### src/rtl/cspwm_pkg.sv
package cspwm_pkg;

  // Sampled condition flags, held for one switching period
  typedef struct packed {
    logic pos;      // output polarity positive
    logic il_over;  // inductor current above limit
    logic vb_over;  // buffer voltage above limit
  } cond_t;

  typedef enum logic [2:0] {
    DRV_IDLE     = 3'd0,
    DRV_FEED_POS = 3'd1,
    DRV_FEED_NEG = 3'd2,
    DRV_MAGNET   = 3'd3,
    DRV_DISCHG   = 3'd4,
    DRV_CHARGE   = 3'd5
  } drive_e;

  // Gate bus bit positions: 0=S1 .. 5=S6
  localparam logic [5:0] PAT_OFF      = 6'b000000;
  localparam logic [5:0] PAT_FEED_POS = 6'b001001;
  localparam logic [5:0] PAT_FEED_NEG = 6'b000110;
  localparam logic [5:0] PAT_MAGNET   = 6'b000101;
  localparam logic [5:0] PAT_DISCHG   = 6'b110000;

endpackage

### src/rtl/cspwm_carrier.sv
module cspwm_carrier #(
  parameter int PERIOD = 2000,
  parameter int CNT_W  = $clog2(PERIOD)
) (
  input  logic             clk,
  input  logic             rst_n,
  input  logic             en_i,
  output logic             run_o,
  output logic             load_o,
  output logic [CNT_W-1:0] cnt_o
);

  localparam logic [CNT_W-1:0] LAST = CNT_W'(PERIOD - 1);

  logic             run_q, run_d;
  logic [CNT_W-1:0] cnt_q, cnt_d;
  logic             at_last;

  assign at_last = (cnt_q == LAST);

  always_comb begin
    run_d = en_i;
    if (!en_i || !run_q) begin
      cnt_d = '0;
    end else if (at_last) begin
      cnt_d = '0;
    end else begin
      cnt_d = cnt_q + 1'b1;
    end
  end

  always_ff @(posedge clk or negedge rst_n) begin
    if (!rst_n) begin
      run_q <= 1'b0;
      cnt_q <= '0;
    end else begin
      run_q <= run_d;
      cnt_q <= cnt_d;
    end
  end

  // A new period opens on the edge that starts a run or ends the last cycle
  assign load_o = en_i && (!run_q || at_last);
  assign run_o  = run_q;
  assign cnt_o  = cnt_q;

  AST_CNT_WRAP: assert property (@(posedge clk) disable iff (!rst_n)
    (run_q && en_i && at_last) |=> (cnt_q == '0));

  AST_CNT_STEP: assert property (@(posedge clk) disable iff (!rst_n)
    (run_q && en_i && !at_last) |=> (cnt_q == $past(cnt_q) + 1'b1));

endmodule

### src/rtl/cspwm_sampler.sv
module cspwm_sampler
  import cspwm_pkg::*;
#(
  parameter int PERIOD = 2000,
  parameter int DUTY_W = 12,
  parameter int CNT_W  = $clog2(PERIOD)
) (
  input  logic              clk,
  input  logic              rst_n,
  input  logic              load_i,
  input  logic [DUTY_W-1:0] duty_i,
  input  cond_t             cond_i,
  output logic [CNT_W:0]    duty_o,
  output cond_t             cond_o
);

  localparam int CMP_W = (DUTY_W > CNT_W + 1) ? DUTY_W : CNT_W + 1;
  localparam logic [CMP_W-1:0] PER_EXT = CMP_W'(PERIOD);

  logic [CMP_W-1:0] duty_ext;
  logic [CNT_W:0]   duty_clamped;
  logic [CNT_W:0]   duty_q, duty_d;
  cond_t            cond_q, cond_d;

  assign duty_ext = CMP_W'(duty_i);

  always_comb begin
    if (duty_ext >= PER_EXT) begin
      duty_clamped = (CNT_W + 1)'(PERIOD);
    end else begin
      duty_clamped = (CNT_W + 1)'(duty_ext);
    end
  end

  // Clock enable: capture only at the period boundary
  always_comb begin
    duty_d = duty_q;
    cond_d = cond_q;
    if (load_i) begin
      duty_d = duty_clamped;
      cond_d = cond_i;
    end
  end

  always_ff @(posedge clk or negedge rst_n) begin
    if (!rst_n) begin
      duty_q <= '0;
      cond_q <= '0;
    end else begin
      duty_q <= duty_d;
      cond_q <= cond_d;
    end
  end

  assign duty_o = duty_q;
  assign cond_o = cond_q;

endmodule

### src/rtl/cspwm_gate_decode.sv
module cspwm_gate_decode
  import cspwm_pkg::*;
#(
  parameter int PERIOD = 2000,
  parameter int CNT_W  = $clog2(PERIOD)
) (
  input  logic             run_i,
  input  logic [CNT_W-1:0] cnt_i,
  input  logic [CNT_W:0]   duty_i,
  input  cond_t            cond_i,
  output logic             feed_o,
  output logic [5:0]       gate_o
);

  drive_e drv;
  logic   feed;

  assign feed = ({1'b0, cnt_i} < duty_i);

  // Current limit outranks the buffer-voltage limit
  always_comb begin
    if (!run_i) begin
      drv = DRV_IDLE;
    end else if (feed) begin
      drv = cond_i.pos ? DRV_FEED_POS : DRV_FEED_NEG;
    end else if (cond_i.il_over) begin
      drv = DRV_CHARGE;
    end else if (cond_i.vb_over) begin
      drv = DRV_DISCHG;
    end else begin
      drv = DRV_MAGNET;
    end
  end

  always_comb begin
    case (drv)
      DRV_FEED_POS: gate_o = PAT_FEED_POS;
      DRV_FEED_NEG: gate_o = PAT_FEED_NEG;
      DRV_MAGNET:   gate_o = PAT_MAGNET;
      DRV_DISCHG:   gate_o = PAT_DISCHG;
      default:      gate_o = PAT_OFF;
    endcase
  end

  assign feed_o = feed && run_i;

endmodule

### src/rtl/cspwm_sequencer.sv
module cspwm_sequencer
  import cspwm_pkg::*;
#(
  parameter int PERIOD = 2000,
  parameter int DUTY_W = 12
) (
  input  logic              clk,
  input  logic              rst_n,
  input  logic              en_i,
  input  logic [DUTY_W-1:0] duty_i,
  input  logic              pol_pos_i,
  input  logic              il_over_i,
  input  logic              vb_over_i,
  output logic [5:0]        gate_o
);

  localparam int CNT_W = $clog2(PERIOD);
  localparam logic [CNT_W:0] DUTY_FULL = (CNT_W + 1)'(PERIOD);

  // Reset: asserted asynchronously, released on the clock
  logic rst_meta_q, rst_sync_q;
  always_ff @(posedge clk or negedge rst_n) begin
    if (!rst_n) begin
      rst_meta_q <= 1'b0;
      rst_sync_q <= 1'b0;
    end else begin
      rst_meta_q <= 1'b1;
      rst_sync_q <= rst_meta_q;
    end
  end

  logic             run, load, feed;
  logic [CNT_W-1:0] cnt;
  logic [CNT_W:0]   duty_h;
  cond_t            cond_in, cond_h;

  assign cond_in = '{pos: pol_pos_i, il_over: il_over_i, vb_over: vb_over_i};

  cspwm_carrier #(.PERIOD(PERIOD), .CNT_W(CNT_W)) u_carrier (
    .clk    (clk),
    .rst_n  (rst_sync_q),
    .en_i   (en_i),
    .run_o  (run),
    .load_o (load),
    .cnt_o  (cnt)
  );

  cspwm_sampler #(.PERIOD(PERIOD), .DUTY_W(DUTY_W), .CNT_W(CNT_W)) u_sampler (
    .clk    (clk),
    .rst_n  (rst_sync_q),
    .load_i (load),
    .duty_i (duty_i),
    .cond_i (cond_in),
    .duty_o (duty_h),
    .cond_o (cond_h)
  );

  cspwm_gate_decode #(.PERIOD(PERIOD), .CNT_W(CNT_W)) u_decode (
    .run_i  (run),
    .cnt_i  (cnt),
    .duty_i (duty_h),
    .cond_i (cond_h),
    .feed_o (feed),
    .gate_o (gate_o)
  );

  AST_NO_SHOOT: assert property (@(posedge clk) disable iff (!rst_sync_q)
    !(gate_o[0] && gate_o[1]) && !(gate_o[2] && gate_o[3]));

  AST_LEG_EXCL: assert property (@(posedge clk) disable iff (!rst_sync_q)
    (|gate_o[3:0]) |-> !(|gate_o[5:4]));

  AST_IDLE_OFF: assert property (@(posedge clk) disable iff (!rst_sync_q)
    !$past(en_i) |-> (gate_o == PAT_OFF));

  AST_FULL_FEED: assert property (@(posedge clk) disable iff (!rst_sync_q)
    (run && duty_h == DUTY_FULL) |-> (gate_o == PAT_FEED_POS || gate_o == PAT_FEED_NEG));

  AST_ZERO_FEED: assert property (@(posedge clk) disable iff (!rst_sync_q)
    (run && duty_h == '0) |-> !(gate_o == PAT_FEED_POS || gate_o == PAT_FEED_NEG));

  AST_COND_HELD: assert property (@(posedge clk) disable iff (!rst_sync_q)
    (run && cnt != '0) |-> ($stable(cond_h) && $stable(duty_h)));

  AST_FEED_PREFIX: assert property (@(posedge clk) disable iff (!rst_sync_q)
    (run && !feed && cnt != '0) |=> (!feed || cnt == '0));

endmodule

### config.mk
export PLATFORM = sky130hd
export DESIGN_NAME = cspwm_sequencer
export DESIGN_NICKNAME = d
export VERILOG_FILES = /design/src/rtl/cspwm_pkg.sv /design/src/rtl/cspwm_carrier.sv /design/src/rtl/cspwm_sampler.sv /design/src/rtl/cspwm_gate_decode.sv /design/src/rtl/cspwm_sequencer.sv
export SDC_FILE = /design/constraint.sdc
export NUM_CORES = 1
export LEC_CHECK = 0
export CAP_MARGIN = 5
export CORE_MARGIN = 10
export CORE_UTILIZATION = 55
export CTS_CLUSTER_DIAMETER = 100
export CTS_CLUSTER_SIZE = 28
export DETAILED_ROUTE_END_ITERATION = 6
export PLACE_DENSITY_LB_ADDON = 0.2
export SLEW_MARGIN = 40
export SYNTH_ARGS = -nofsm -noshare
export SYNTH_HDL_FRONTEND = slang
export SYNTH_HIERARCHICAL = 1
export SYNTH_SLANG_ARGS = --single-unit
export TNS_END_PERCENT = 100
### constraint.sdc
create_clock -name clk -period 5.1 [get_ports clk]
set_clock_uncertainty 0.05 [all_clocks]
set_input_delay 1.53 -clock clk [delete_from_list [all_inputs] [get_ports clk]]
set_output_delay 1.53 -clock clk [all_outputs]
set_load 0.05 [all_outputs]
==> out/qor.yml <==
status: "finished, final reports clean"
worstRegToRegCells: 5
rsz0062_at_grt: "no"
timing.rr.end: "u_sampler/cond_o[1]"
place_ws_ns: 1.12
drt-total-wl_um: 3110
area_growth_pct: 19.3
initial_core_util_pct: 57.5
vdd_ir_drop_max_mv: 0.244
period_minus_slack_ns: 4.35
tightest_slew_ns: 0.574
cp.required_ns: 3.52
routedWlPerCell_um: 14.7
hold_buffers: 0
drive_above_1_share_pct: 9.94
wl_met3_um: 175
drt_iter0_markers: 62
m1WireLength_um: 1300
synth.net_count: 184
portBuffers: 23
cts_tree: "done"
criticalPathCategory: "reg2out"
nNetsFinal: 209
hold_path.class: "reg2async"
syn_area_um2: 1570
vias: 1204
pwr-share-comb_pct: 16.7
io_pins: 24
vias_per_cell: 5.68
power_leakage_uw: 0.000843
fp.dieH_um: 73.5
ant_nets: 0
grt_max_degree: 28
fmax_mhz: 230
antenna_cells: 0
critPathArrivalTime_ns: 2.77
internal_power_uw: 334
final_max_slew_viol_count: 0
period_share_pct: 85.4
hpwl_um: 2390
switching_power_uw: 131
antenna_found_initial: 0
drc: 0
clock_latency_ns: 0.33
switching_share_pct: 28.2
syn_avg_cell_area_um2: 10.1
crit_path_end_kind: "output pin"
yosysWarnings: 6
clk_pin_slew_ns: 0.09
clkPwrFrac_pct: 28.0
cts_made_buffers: 5
power.share.sequential_pct: 55.3
critPathLaunchType: "flip-flop"
fin_tns_setup_ns: 0
rrSetupSlack_ns: 2.92
rows: 19
max_cap_viol_count: 0
dieArea_um2: 5400
clock_path_buffers: 2
hold_violations: 0
gp_congestion: 0.824
grt_pass1_wl_um: 5320
stdcell_area_um2: 1870
wl_met2_um: 1560
r2r_start: "u_carrier/cnt_o[0]"
cts_sinks: 29
max_slew_margin_pct: 61.7
postPlaceCellArea_um2: 1810
htree_levels: 2
crit_fanout: 5
root_buffer: "clkbuf_4"
finalSetupViolCount: 0
power_density_nw_per_um2: 248
cts.repair.resized: 0
syn_inst: 155
detail_route.first_pass.iterations: 4
track_usage_pct: 12.5
postCtsSetupBuffers: 0
grt_pass1_vias: 1208
dieWidth_um: 73.5
grt_overflow_total: 0
setup_slack_ns: 0.747
top_layer_used: "met4"
core_area_um2: 2730
metrics by stage:
step	power, uW	util (%)	hold slack (ns)	cells
3_3_place_gp	337	66.2	0.288	204
3_5_place_dp	340	66.3	0.237	204
5_1_grt	493	68.6	0.274	212
4_1_cts	473	68.1	0.246	212
2_1_floorplan	308	-	0.281	155
6_report	465	68.6	0.222	212
flip-flops by register name, indices dropped and copies added, names as in the netlist:
name	count
u_sampler/duty_o	12
u_carrier/cnt_o	11
u_sampler/cond_o	3
rst_meta_q	1
rst_sync_q	1
u_carrier/run_o	1
worst max-delay path, cell delays in order, from the launching register on:
cell             delay (ns)
dfrtp_1                0.43
ha_1                   0.30
nand4b_1               0.16
nor3_2                 0.25
o31ai_2                0.10
o211ai_2               0.13
mux2i_1                0.24
clkdlybuf4s50_1        0.83
how the worst max path moves through the flow:
stage | startpoint | endpoint | slack [ns]
3_5_place_dp | u_carrier/cnt_o[8] | gate_o[0] | 1.12
2_1_floorplan | u_carrier/cnt_o[9] | gate_o[0] | 1.39
5_1_grt | u_carrier/cnt_o[8] | gate_o[0] | 0.59
6_report | u_carrier/cnt_o[8] | gate_o[0] | 0.75
4_1_cts | u_carrier/cnt_o[8] | gate_o[0] | 0.73
3_3_place_gp | u_carrier/cnt_o[9] | gate_o[4] | 1.19
layer usage:
metal / GRT usage (%) / up-vias
met2: 20.3 / 33
met3: 4.31 / 10
met4: 6.83 / 0
met5: 0 / -
met1: 14.1 / 565
li1: - / 596
area by class of cell:
type | instances | area, um2
tap | 31 | 38.8
multi-input combinational | 107 | 774
timing repair buffer | 23 | 230
fill | 225 | 860
clock inverter | 2 | 10.0
inverter | 14 | 52.6
sequential | 29 | 727
clock buffer | 6 | 41.3
placed cells by master, fill, tap and decap left out, drive strengths merged, types with 2 or more instances in the layout:
| cell type | n |
|---|---|
| dfrtp | 29 |
| clkdlybuf4s50 | 23 |
| nor2 | 21 |
| inv | 14 |
| a21oi | 13 |
| ha | 11 |
| nor2b | 6 |
| clkbuf | 6 |
| nand2 | 5 |
| or3 | 5 |
| a31o | 5 |
| o31ai | 5 |
| o21ai | 4 |
| nand3 | 4 |
| nand4 | 3 |
| or4 | 3 |
| mux2 | 3 |
| clkinv | 2 |
| xnor2 | 2 |
| mux2i | 2 |
power groups by stage:
stage,registers [uW],clock network [uW],logic [uW]
after floorplan,258,0,49.3
after global placement,262,0,75.2
after detailed placement,263,0,77.5
after CTS,258,137,77.8
after global routing,262,146,85.1
final,257,130,77.6
(Power assumes the default switching activity.)
